File: config.mk
export PLATFORM = sky130hd
export DESIGN_NAME = pwm_action_gen
export DESIGN_NICKNAME = d
export VERILOG_FILES = /design/src/rtl/pwm_aq_pkg.sv /design/src/rtl/pwm_aq_cmp_det.sv /design/src/rtl/pwm_aq_force_ctl.sv /design/src/rtl/pwm_aq_channel.sv /design/src/rtl/pwm_action_gen.sv
export SDC_FILE = /design/constraint.sdc
export NUM_CORES = 1
export LEC_CHECK = 0
export CAP_MARGIN = 20
export CELL_PAD_IN_SITES_DETAIL_PLACEMENT = 1
export CELL_PAD_IN_SITES_GLOBAL_PLACEMENT = 1
export CORE_ASPECT_RATIO = 0.8
export CORE_MARGIN = 3
export CORE_UTILIZATION = 20
export DETAILED_ROUTE_END_ITERATION = 8
export PLACE_DENSITY = 0.85
export RECOVER_POWER = 100
export SLEW_MARGIN = 20
export SYNTH_ARGS = -nofsm -noshare
export SYNTH_HDL_FRONTEND = slang
export SYNTH_HIERARCHICAL = 1
export SYNTH_SLANG_ARGS = --single-unit
export TNS_END_PERCENT = 50
File: constraint.sdc
create_clock -name clk -period 6 [get_ports clk]
set_input_delay 0.6 -clock clk [delete_from_list [all_inputs] [get_ports clk]]
set_output_delay 0.6 -clock clk [all_outputs]
set_load 0.005 [all_outputs]
File: src/rtl/pwm_aq_pkg.sv
package pwm_aq_pkg;

    localparam int WORD_W    = 16;
    localparam int CODE_W    = 2;
    localparam int ZERO_LSB  = 0;
    localparam int PRD_LSB   = 2;
    localparam int CMPA_LSB  = 4;
    localparam int CMPB_LSB  = 8;
    localparam int RLD_LSB   = 6;

    typedef enum logic [1:0] {
        ACT_HOLD   = 2'b00,
        ACT_LOW    = 2'b01,
        ACT_HIGH   = 2'b10,
        ACT_TOGGLE = 2'b11
    } act_e;

    typedef enum logic [1:0] {
        FRC_NONE   = 2'b00,
        FRC_LOW    = 2'b01,
        FRC_HIGH   = 2'b10,
        FRC_NONE2  = 2'b11
    } frc_e;

    typedef enum logic [1:0] {
        RLD_ZERO   = 2'b00,
        RLD_PERIOD = 2'b01,
        RLD_EITHER = 2'b10,
        RLD_NOW    = 2'b11
    } rld_e;

    typedef struct packed {
        logic tick;
        logic up;
        logic zero;
        logic period;
    } tb_evt_t;

    function automatic logic next_level(act_e a, logic cur);
        case (a)
            ACT_LOW:    return 1'b0;
            ACT_HIGH:   return 1'b1;
            ACT_TOGGLE: return ~cur;
            default:    return cur;
        endcase
    endfunction

    function automatic act_e pick_action(logic cmp_hit, logic prd, logic zro,
                                         act_e c_act, act_e p_act, act_e z_act);
        if (cmp_hit && c_act != ACT_HOLD) return c_act;
        if (prd && p_act != ACT_HOLD)     return p_act;
        if (zro && z_act != ACT_HOLD)     return z_act;
        return ACT_HOLD;
    endfunction

    function automatic logic reload_due(rld_e m, logic zro, logic prd);
        case (m)
            RLD_ZERO:   return zro;
            RLD_PERIOD: return prd;
            RLD_EITHER: return zro | prd;
            default:    return 1'b1;
        endcase
    endfunction

    function automatic logic frc_active(frc_e f);
        return (f == FRC_LOW) || (f == FRC_HIGH);
    endfunction

endpackage

File: src/rtl/pwm_aq_cmp_det.sv
module pwm_aq_cmp_det
    import pwm_aq_pkg::*;
#(
    parameter int CNT_W = 16
) (
    input  tb_evt_t            evt,
    input  logic [CNT_W-1:0]   count,
    input  logic [CNT_W-1:0]   cmp_val,
    output logic               hit
);
    logic equal;

    always_comb begin
        equal = (count == cmp_val);
        hit   = evt.tick && evt.up && equal;
    end

endmodule

File: src/rtl/pwm_aq_force_ctl.sv
module pwm_aq_force_ctl
    import pwm_aq_pkg::*;
#(
    parameter int NUM_CH = 2
) (
    input  logic                      clk,
    input  logic                      rst,
    input  tb_evt_t                   evt,
    input  logic [WORD_W-1:0]         shadow,
    output logic [CODE_W*NUM_CH-1:0]  frc_eff
);
    localparam int FW = CODE_W * NUM_CH;

    logic [FW-1:0] active_q;
    rld_e          mode;
    logic          load;

    always_comb begin
        mode    = rld_e'(shadow[RLD_LSB +: 2]);
        load    = evt.tick && reload_due(mode, evt.zero, evt.period);
        frc_eff = load ? shadow[FW-1:0] : active_q;
    end

    always_ff @(posedge clk) begin
        if (rst) begin
            active_q <= '0;
        end else if (load) begin
            active_q <= shadow[FW-1:0];
        end
    end

    AST_FRC_HOLD_NO_TICK: assert property (@(posedge clk) disable iff (rst)
        !evt.tick |=> $stable(active_q));

    AST_FRC_IMM_LOAD: assert property (@(posedge clk) disable iff (rst)
        (evt.tick && mode == RLD_NOW) |=> active_q == $past(shadow[FW-1:0]));

    AST_FRC_ZERO_WAIT: assert property (@(posedge clk) disable iff (rst)
        (evt.tick && mode == RLD_ZERO && !evt.zero) |=> $stable(active_q));

endmodule

File: src/rtl/pwm_aq_channel.sv
module pwm_aq_channel
    import pwm_aq_pkg::*;
#(
    parameter int CMP_LSB = CMPA_LSB
) (
    input  logic                clk,
    input  logic                rst,
    input  tb_evt_t             evt,
    input  logic                cmp_hit,
    input  logic [WORD_W-1:0]   act_word,
    input  logic [CODE_W-1:0]   frc_code,
    output logic                pwm
);
    act_e  z_act, p_act, c_act, sel_act;
    frc_e  frc;
    logic  pwm_q, pwm_d;

    always_comb begin
        z_act   = act_e'(act_word[ZERO_LSB +: 2]);
        p_act   = act_e'(act_word[PRD_LSB  +: 2]);
        c_act   = act_e'(act_word[CMP_LSB  +: 2]);
        frc     = frc_e'(frc_code);
        sel_act = pick_action(cmp_hit, evt.period, evt.zero, c_act, p_act, z_act);
        if (frc == FRC_LOW)
            pwm_d = 1'b0;
        else if (frc == FRC_HIGH)
            pwm_d = 1'b1;
        else
            pwm_d = next_level(sel_act, pwm_q);
    end

    always_ff @(posedge clk) begin
        if (rst) begin
            pwm_q <= 1'b0;
        end else if (evt.tick) begin
            pwm_q <= pwm_d;
        end
    end

    assign pwm = pwm_q;

    AST_OUT_HOLD_NO_TICK: assert property (@(posedge clk) disable iff (rst)
        !evt.tick |=> $stable(pwm));

    AST_FORCE_LOW: assert property (@(posedge clk) disable iff (rst)
        (evt.tick && frc_code == 2'b01) |=> !pwm);

    AST_FORCE_HIGH: assert property (@(posedge clk) disable iff (rst)
        (evt.tick && frc_code == 2'b10) |=> pwm);

    AST_TOGGLE_INVERTS: assert property (@(posedge clk) disable iff (rst)
        (evt.tick && !frc_active(frc) && sel_act == ACT_TOGGLE) |=> pwm != $past(pwm));

endmodule

File: src/rtl/pwm_action_gen.sv
module pwm_action_gen
    import pwm_aq_pkg::*;
#(
    parameter int CNT_W = 16
) (
    input  logic              clk,
    input  logic              rst,
    input  logic              tb_tick,
    input  logic              tb_up,
    input  logic [CNT_W-1:0]  tb_count,
    input  logic              tb_zero,
    input  logic              tb_period,
    input  logic [CNT_W-1:0]  cmp_val_a,
    input  logic [CNT_W-1:0]  cmp_val_b,
    input  logic [WORD_W-1:0] act_word_a,
    input  logic [WORD_W-1:0] act_word_b,
    input  logic [WORD_W-1:0] force_word,
    output logic              pwm_a,
    output logic              pwm_b
);
    localparam int NUM_CH = 2;

    tb_evt_t                   evt;
    logic [CNT_W-1:0]          cmp_arr [NUM_CH];
    logic [WORD_W-1:0]         act_arr [NUM_CH];
    logic [NUM_CH-1:0]         hit;
    logic [NUM_CH-1:0]         pwm_vec;
    logic [CODE_W*NUM_CH-1:0]  frc_eff;

    always_comb begin
        evt.tick   = tb_tick;
        evt.up     = tb_up;
        evt.zero   = tb_tick && tb_zero;
        evt.period = tb_tick && tb_period;
        cmp_arr[0] = cmp_val_a;
        cmp_arr[1] = cmp_val_b;
        act_arr[0] = act_word_a;
        act_arr[1] = act_word_b;
    end

    pwm_aq_force_ctl #(.NUM_CH(NUM_CH)) u_force (
        .clk     (clk),
        .rst     (rst),
        .evt     (evt),
        .shadow  (force_word),
        .frc_eff (frc_eff)
    );

    for (genvar ch = 0; ch < NUM_CH; ch++) begin : g_ch
        localparam int CLSB = (ch == 0) ? CMPA_LSB : CMPB_LSB;

        pwm_aq_cmp_det #(.CNT_W(CNT_W)) u_cmp (
            .evt     (evt),
            .count   (tb_count),
            .cmp_val (cmp_arr[ch]),
            .hit     (hit[ch])
        );

        pwm_aq_channel #(.CMP_LSB(CLSB)) u_chan (
            .clk      (clk),
            .rst      (rst),
            .evt      (evt),
            .cmp_hit  (hit[ch]),
            .act_word (act_arr[ch]),
            .frc_code (frc_eff[ch*CODE_W +: CODE_W]),
            .pwm      (pwm_vec[ch])
        );
    end

    assign pwm_a = pwm_vec[0];
    assign pwm_b = pwm_vec[1];

    AST_NO_DOWN_COMPARE: assert property (@(posedge clk) disable iff (rst)
        (tb_tick && !tb_up && !tb_zero && !tb_period && force_word == 16'h0000
         && act_word_a[3:0] == 4'h0) |=> $stable(pwm_a));

endmodule

==> results of run 1 <==
stage by stage:
step                hold WS (ns)  utilization  area (um^2)
finish                    0.4757       0.3864         1808
CTS                       0.4794       0.3922         1836
floorplan                 0.4446            -        988.4
global placement          0.4596       0.3834         1794
global route              0.5066       0.3864         1808
detailed placement        0.4679       0.3834         1794
placed cells by master (no fill, tap or decap), types with 3 or more instances in the layout:
| cell type | Yosys | layout |
|---|---|---|
| mux2_1 | 2 | 3 |
| nand2b_1 | 10 | 10 |
| clkdlybuf4s50_1 | 0 | 70 |
| dfxtp_1 | 6 | 6 |
| and2_1 | 4 | 3 |
| mux2i_1 | 4 | 4 |
| xnor2_1 | 26 | 26 |
| xor2_1 | 6 | 6 |
| inv_1 | 5 | 5 |
| dlygate4sd3_1 | 0 | 3 |
| nand2_1 | 7 | 7 |
| nand4_1 | 6 | 6 |
| clkbuf_8 | 0 | 3 |
| ha_1 | 6 | 6 |
critical path, cell delays in order:
cell           delay, ns
dlygate4sd3_1       0.71
and2_0              0.41
mux2_1              0.43
o221ai_1            0.40
mux2_2              0.41
ha_1                0.27
or3b_1              0.36
a211o_1             0.31
o41ai_1             0.06
routing by layer:
| layer | GRT usage | vias to the layer above |
|---|---|---|
| met5 | 0 | - |
| met4 | 0.005929 | 0 |
| met3 | 0.02257 | 0 |
| met2 | 0.2402 | 28 |
| met1 | 0.1321 | 519 |
| li1 | - | 569 |
logic make-up (layout without fill, tap and decap cells):
kind of cell    count (synthesis)  after routing
xor+xnor                       32             32
simple gates                   37             37
compound gates                 19             19
fa+ha+maj                       6              6
buf+inv                         5             81
mux                             9              9
flops                           6              6
worst paths after layout:
path | startpoint | end | slack, ns | cells after the start
setup reg to reg | u_force/active_q[3]$_SDFF_PP0_ | g_ch[1].u_chan/pwm$_SDFFE_PP0P_ | 4.32 | 5
setup / recovery | tb_tick | g_ch[1].u_chan/pwm$_SDFFE_PP0P_ | 2.16 | 9
hold reg to reg | u_force/active_q[3]$_SDFF_PP0_ | u_force/active_q[3]$_SDFF_PP0_ | 0.48 | 2
hold / removal | u_force/active_q[3]$_SDFF_PP0_ | u_force/active_q[3]$_SDFF_PP0_ | 0.48 | 2
where the power goes:
part           switching (uW)  internal, uW
Clock                    17.5          43.1
Sequential               1.64          43.0
Combinational            36.8          69.6
sequential cells by signal, indices dropped and copies added, names as in the netlist:
signal and flops:
g_ch.u_chan/pwm 2, u_force/active_q 4
final cells by class:
type	count	area [um^2]	area share
sequential	6	120.1	0.06644
clock buffer	3	41.29	0.02284
inverter	5	18.77	0.01038
tap	60	75.07	0.04152
multi-input combinational	103	822.0	0.4547
timing repair buffer	73	730.7	0.4042
==> results by group, run 1 <==
Status
  – Outcome: finished, final reports clean

STA
  – Headroom to the max-slew limit: 0.6192
  – RSZ-0062 raised after global routing: false
  – Clock period minus worst slack: 3.842 ns
  – Final setup slack of the worst path: 2.158 ns
  – Hold violation total from the final report: 0
  – Final period util: 0.6404
  – Maximum clock frequency: 260.2 MHz
  – Setup-failing EPs final: 0
  – Layout Skew: 0.00005686 ns
  – Total count of max-transition violations in the final report: 0
  – Actual slew at the worst max-slew pin: 0.5708 ns
  – Fin Setup TNS: 0 ns

Synth
  – Most frequently used flop master after synthesis: dfxtp_1
  – Largest area contributor in the netlist: xnor2_1
  – Area fraction in compound gates after synthesis: 0.1671
  – Async set-or-reset flop fraction in the synthesized netlist: 0
  – Synth cell count leaders: xnor2_1 (26), nand2b_1 (10), nand2_1 (7)
  – Synthesized net count: 222
  – Count of synthesis-stage warnings from yosys: 6
  – Synthesized area per cell: 8.671 um^2
  – Number of enable-type register cells in the synthesized netlist: 0
  – Count leader, synth: xnor2_1
  – Top area cells in the synthesized netlist: xnor2_1 (23%), dfxtp_1 (12%), ha_1 (7.6%), nand2b_1 (6.3%), xor2_1 (5.3%)
  – Share of the synthesized area in the top cell type: 0.2304
  – Fraction of the yosys area taken by sequential cells: 0.1215
  – Netlist Area Pre-Place: 988.4 um^2
  – Main combinational cell family by area after synthesis: XOR/XNOR gates
  – Area share of xor/xnor cells in the synthesized design: 0.2835
  – Adder-cell area share of the yosys netlist: 0.07595
  – Share of cell area taken by muxes after synthesis: 0.1013
  – Count of cell types in the netlist: 31
  – Seq cells post-synth: 6
  – Area share of and/or/nand/nor cells after synthesis: 0.2316
  – Gate count of the mapped netlist: 114

Routing
  – Via count: 1,116
  – DRC marker count from the first detailed-route iteration: 17
  – Wire length on met2: 1850 um
  – Total length of routed wires: 3418 um
  – First-pass detailed-route iteration total: 2
  – Post-DRT Antenna Nets: 0
  – Met3 routed WL: 147 um
  – Met1 routed wirelength after detailed routing: 1420 um
  – Wirelength per Cell: 13.67 um
  – Post-DR vias/cell: 4.464
  – Top metal layer carrying routed signals: met3
  – Drc violations: 0

Setup path
  – Required time at the worst-slack endpoint: 6.12 ns
  – Critical-path maximum fanout: 11
  – Arrival @ worst endpoint: 3.97 ns
  – Setup crit end kind: flop
  – Class of the most critical setup path: primary input to flop
  – Startpoint type of the worst setup path: primary input

Clocking
  – Number of buffers between clock root and the deepest sink: 2
  – H-Tree Depth: 1
  – Library cell used as clock root buffer: clkbuf_8
  – Total of hold buffers inserted after clock tree synthesis: 0
  – Insertion delay of the later-clocked pin in the worst-skew pair: 0.23 ns
  – Clock tree from TritonCTS: built
  – Cells resized by post-CTS repair: 0
  – Clock tree sinks: 6
  – Clock-pin slew on the worst setup and hold paths: 0.04 ns
  – Post-CTS Repair Setup Buffers: 0
  – Number of buffers created by CTS: 3

Pwr
  – Pwr Total: 211.6 uW
  – Ratio of total power to cell area: 117.1 nW/um^2
  – Standby leakage power: 0.0006417 uW
  – Peak supply drop: 0.09165 mV

Final layout
  – Post-route non-filler standard cell count: 250
  – Share of cells above drive strength 1: 0.03158
  – Layout overhead on the synthesized area: 82.91%
  – Fill cells: 558
  – Net total in the final layout: 300
  – Number of antenna cells inserted: 0

Floorplanning
  – I/O pin total: 104
  – Core area: 4679 um^2
  – Floorplan die area: 5827 um^2
  – Initial core utilization: 0.2112
  – Placement Rows: 22
  – Height of the die: 68.88 um
  – Die Wd: 84.60 um

Global routing
  – Antenna violations before repair: 0
  – Maximum number of pins on one net before global-route repair: 12
  – Grt ovf: 0
  – First-pass GRT wire length: 5423 um
  – Total routing resource utilization after global routing: 0.1168
  – Vias in the first global route: 1,192

Worst hold path
  – Hold/Removal Path Class: flop to flop

Job
  – Maximum capacitance violations: 0

Place
  – RePlAce Congestion: 0.6693
  – Post-Place Cells: 247
  – Number of port buffers: 73
  – Post-placement worst setup slack: 2.160 ns
  – Placed wire-length estimate after detailed placement: 3122 um
(Power assumes the default switching activity.)
==> run 2: changes to the inputs <==
Settings changed: CORE_UTILIZATION 20 to 18, PLACE_DENSITY 0.85 to 0.77.
Clock period 6 ns to 3.6 ns, I/O delays scaled along.
==> run 2 against run 1 <==
Compared with the run above:
- sequential cell count is the same
- worst hold slack lost 0.0023 ns
- sequential power grew 67%
- largest cell class unchanged
- first-iteration DRC count grew 65%
- worst setup slack lost 1.8 ns
- sequential share of layout area shrank 0.10 points
- highest routed layer is now met4
- critical path type unchanged
- clock power grew 72%
- final cell count grew 1.6%
==> results by group, run 2 (synthesized netlist as in run 1, its figures left out) <==
STA
  – Hold violation total from the final report: 0 (unchanged)
  – RSZ-0062 raised after global routing: false (unchanged)
  – Headroom to the max-slew limit: 0.6927 (was 0.6192)
  – Total count of max-transition violations in the final report: 0 (unchanged)
  – Actual slew at the worst max-slew pin: 0.4567 ns (was 0.5708 ns)
  – Fin Setup TNS: 0 ns (unchanged)
  – Clock period minus worst slack: 3.207 ns
  – Maximum clock frequency: 311.8 MHz
  – Setup-failing EPs final: 0 (unchanged)
  – Layout Skew: 0.00009415 ns (was 0.00005686 ns)
  – Final period util: 0.8909
  – Final setup slack of the worst path: 0.3928 ns (was 2.158 ns)

Floorplanning
  – I/O pin total: 104 (unchanged)
  – Floorplan die area: 6422 um^2 (was 5827 um^2)
  – Initial core utilization: 0.1919 (was 0.2112)
  – Placement Rows: 23 (was 22)
  – Core area: 5151 um^2 (was 4679 um^2)
  – Height of the die: 72.28 um (was 68.88 um)
  – Die Wd: 88.85 um (was 84.60 um)

Pwr
  – Standby leakage power: 0.0006541 uW (was 0.0006417 uW)
  – Gate power share: 0.503 (about the same)
  – Peak supply drop: 0.06670 mV (was 0.09165 mV)
  – Cell-internal power: 261.9 uW (was 155.7 uW)
  – Switching pwr: 97.02 uW (was 55.96 uW)
  – Sequential cell fraction of total power: 0.207 (was 0.211)
  – Part of the power in the clock network: 0.290 (was 0.287)
  – Switching share of total power: 0.2703 (was 0.2644)
  – Ratio of total power to cell area: 195.4 nW/um^2 (was 117.1 nW/um^2)

Setup path
  – Critical-path maximum fanout: 3 (was 11)
  – Startpoint type of the worst setup path: primary input (unchanged)
  – Slowest-stage cell, CP: or4_1 (was dlygate4sd3_1)
  – Buf/Inv on CP: 1 (unchanged)
  – Required time at the worst-slack endpoint: 3.73 ns (was 6.12 ns)
  – Largest incremental delay on the critical path: 0.55 ns (was 0.71 ns)
  – Setup crit end kind: flop (unchanged)
  – Series of cell instances along the critical path: clkdlybuf4s50_1 -> xnor2_1 -> nand4_1 -> or4_1 -> nor4_1 -> and2_1 -> o21ai_0 -> ha_1 -> or3b_1 -> a211o_1 -> o41ai_1 (was dlygate4sd3_1 -> and2_0 -> mux2_1 -> o221ai_1 -> mux2_2 -> ha_1 -> or3b_1 -> a211o_1 -> o41ai_1)
  – Dominant delay contributor by cell family on the critical path: simple AND/OR/NAND/NOR gates (was multiplexers)
  – Class of the most critical setup path: primary input to flop (unchanged)
  – Origin of the critical flop-to-flop path: u_force/active_q[3]$_SDFF_PP0_ (unchanged)
  – Endpoint of the most critical register-to-register path: g_ch[1].u_chan/pwm$_SDFFE_PP0P_ (unchanged)
  – Flop2flop setup slack: 1.93 ns (was 4.32 ns)
  – Number of cells traversed by the worst register-to-register path: 5 (unchanged)
  – Arrival @ worst endpoint: 3.33 ns (was 3.97 ns)

Status
  – Outcome: finished, final reports clean (unchanged)

Global routing
  – Total routing resource utilization after global routing: 0.1064 (was 0.1168)
  – First-pass GRT wire length: 5168 um (was 5423 um)
  – Vias in the first global route: 1,142 (was 1,192)
  – Maximum number of pins on one net before global-route repair: 12 (unchanged)
  – Grt ovf: 0 (unchanged)
  – Antenna violations before repair: 0 (unchanged)

Final layout
  – Commonest cells after routing, fill and taps aside: clkdlybuf4s50_1 (70), xnor2_1 (26), nand2b_1 (10) (unchanged)
  – Sequential cell area: 120.1 um^2 (unchanged)
  – Layout overhead on the synthesized area: 85.82% (was 82.91%)
  – Share of cells above drive strength 1: 0.04167 (was 0.03158)
  – Most common cell after layout, fill and taps aside: clkdlybuf4s50_1 (unchanged)
  – Net total in the final layout: 302 (was 300)
  – Final instance area: 1837 um^2 (was 1808 um^2)
  – Fill cells: 609 (was 558)
  – Multi-input gate area: 833.3 um^2 (was 822.0 um^2)
  – Max reg flops: 4 (unchanged)
  – Largest Register: u_force/active_q (unchanged)
  – Number of antenna cells inserted: 0 (unchanged)

Routing
  – Total length of routed wires: 3398 um (was 3418 um)
  – Wire length on met2: 1805 um (was 1850 um)
  – First-pass detailed-route iteration total: 4 (was 2)
  – Met1 routed wirelength after detailed routing: 1363 um (was 1420 um)
  – Via count: 1,091 (was 1,116)
  – Post-DR vias/cell: 4.295 (was 4.464)
  – Met3 routed WL: 209 um (was 147 um)
  – Drc violations: 0 (unchanged)
  – Wirelength per Cell: 13.38 um (was 13.67 um)
  – DRC marker count from the first detailed-route iteration: 28 (was 17)
  – Top metal layer carrying routed signals: met4 (was met3)
  – Post-DRT Antenna Nets: 0 (unchanged)

Clocking
  – Clock-pin slew on the worst setup and hold paths: 0.04 ns (about the same)
  – Total of hold buffers inserted after clock tree synthesis: 0 (unchanged)
  – H-Tree Depth: 1 (unchanged)
  – Clock tree sinks: 6 (unchanged)
  – Post-CTS Repair Setup Buffers: 0 (unchanged)
  – Clock tree from TritonCTS: built (unchanged)
  – Number of buffers between clock root and the deepest sink: 2 (unchanged)
  – Insertion delay of the later-clocked pin in the worst-skew pair: 0.22 ns (was 0.23 ns)
  – Library cell used as clock root buffer: clkbuf_8 (unchanged)
  – Cells resized by post-CTS repair: 0 (unchanged)
  – Number of buffers created by CTS: 3 (unchanged)

Worst hold path
  – Terminating pin of the worst hold path: u_force/active_q[1]$_SDFF_PP0_ (was u_force/active_q[3]$_SDFF_PP0_)
  – Hold/Removal Path Class: flop to flop (unchanged)
  – Number of instances on the worst hold path: 2 (unchanged)
  – Launch instance of the worst min-delay path: u_force/active_q[1]$_SDFF_PP0_ (was u_force/active_q[3]$_SDFF_PP0_)

Place
  – Placed wire-length estimate after detailed placement: 3195 um (was 3122 um)
  – Total cell area at the placement stage: 1812 um^2 (was 1794 um^2)
  – Number of port buffers: 73 (unchanged)
  – Post-placement worst setup slack: 0.1651 ns (was 2.160 ns)
  – RePlAce Congestion: 0.7189 (was 0.6693)

Job
  – Maximum capacitance violations: 0 (unchanged)
## run 2: per-stage QoR
step / cells / util / power [uW] / hold slack, ns
floorplan: 114 / - / 150.1 / 0.4294
global placement: 251 / 0.3517 / 257.0 / 0.4608
detailed placement: 251 / 0.3517 / 261.4 / 0.4695
CTS: 254 / 0.3597 / 368.9 / 0.4745
global route: 254 / 0.3566 / 383.9 / 0.4893
finish: 254 / 0.3566 / 358.9 / 0.4734
## run 2: area by class of cell
class                      count  share of cell area
clock buffer                   3             0.02248
inverter                       5             0.01022
multi-input combinational    103              0.4537
sequential                     6             0.06540
tap                           62             0.04223
timing repair buffer          75              0.4060
## run 2: layer usage
| metal | global-route usage | vias up |
|---|---|---|
| li1 | - | 572 |
| met1 | 0.1195 | 487 |
| met2 | 0.1960 | 30 |
| met5 | 0 | - |
| met3 | 0.02724 | 2 |
| met4 | 0.03020 | 0 |
## run 2: how the worst max path moves through the flow
stage                 start                         endpoint  depth (start not counted)
2_1_floorplan  cmp_val_b[2]  g_ch[1].u_chan/pwm$_SDFFE_PP0P_                         10
3_3_place_gp   tb_count[15]  g_ch[1].u_chan/pwm$_SDFFE_PP0P_                         11
3_5_place_dp    tb_count[2]  g_ch[1].u_chan/pwm$_SDFFE_PP0P_                         11
4_1_cts         tb_count[2]  g_ch[1].u_chan/pwm$_SDFFE_PP0P_                         11
5_1_grt         tb_count[2]  g_ch[1].u_chan/pwm$_SDFFE_PP0P_                         11
6_report        tb_count[2]  g_ch[1].u_chan/pwm$_SDFFE_PP0P_                         11
## run 2: worst register-to-register path, cell delays in order, from the launching register on
cell     delay [ns]
dfxtp_1        0.30
mux2_2         0.28
ha_1           0.27
or3b_1         0.37
a211o_1        0.30
o41ai_1        0.05
## run 2: power groups by stage
stage               Combinational [uW]  Clock [uW]  Sequential (uW)
floorplan                         75.1           0             75.0
global placement                   181           0             75.6
detailed placement                 186           0             75.5
CTS                                187         108             74.4
global route                       197         112             75.0
finish                             181         104             74.3
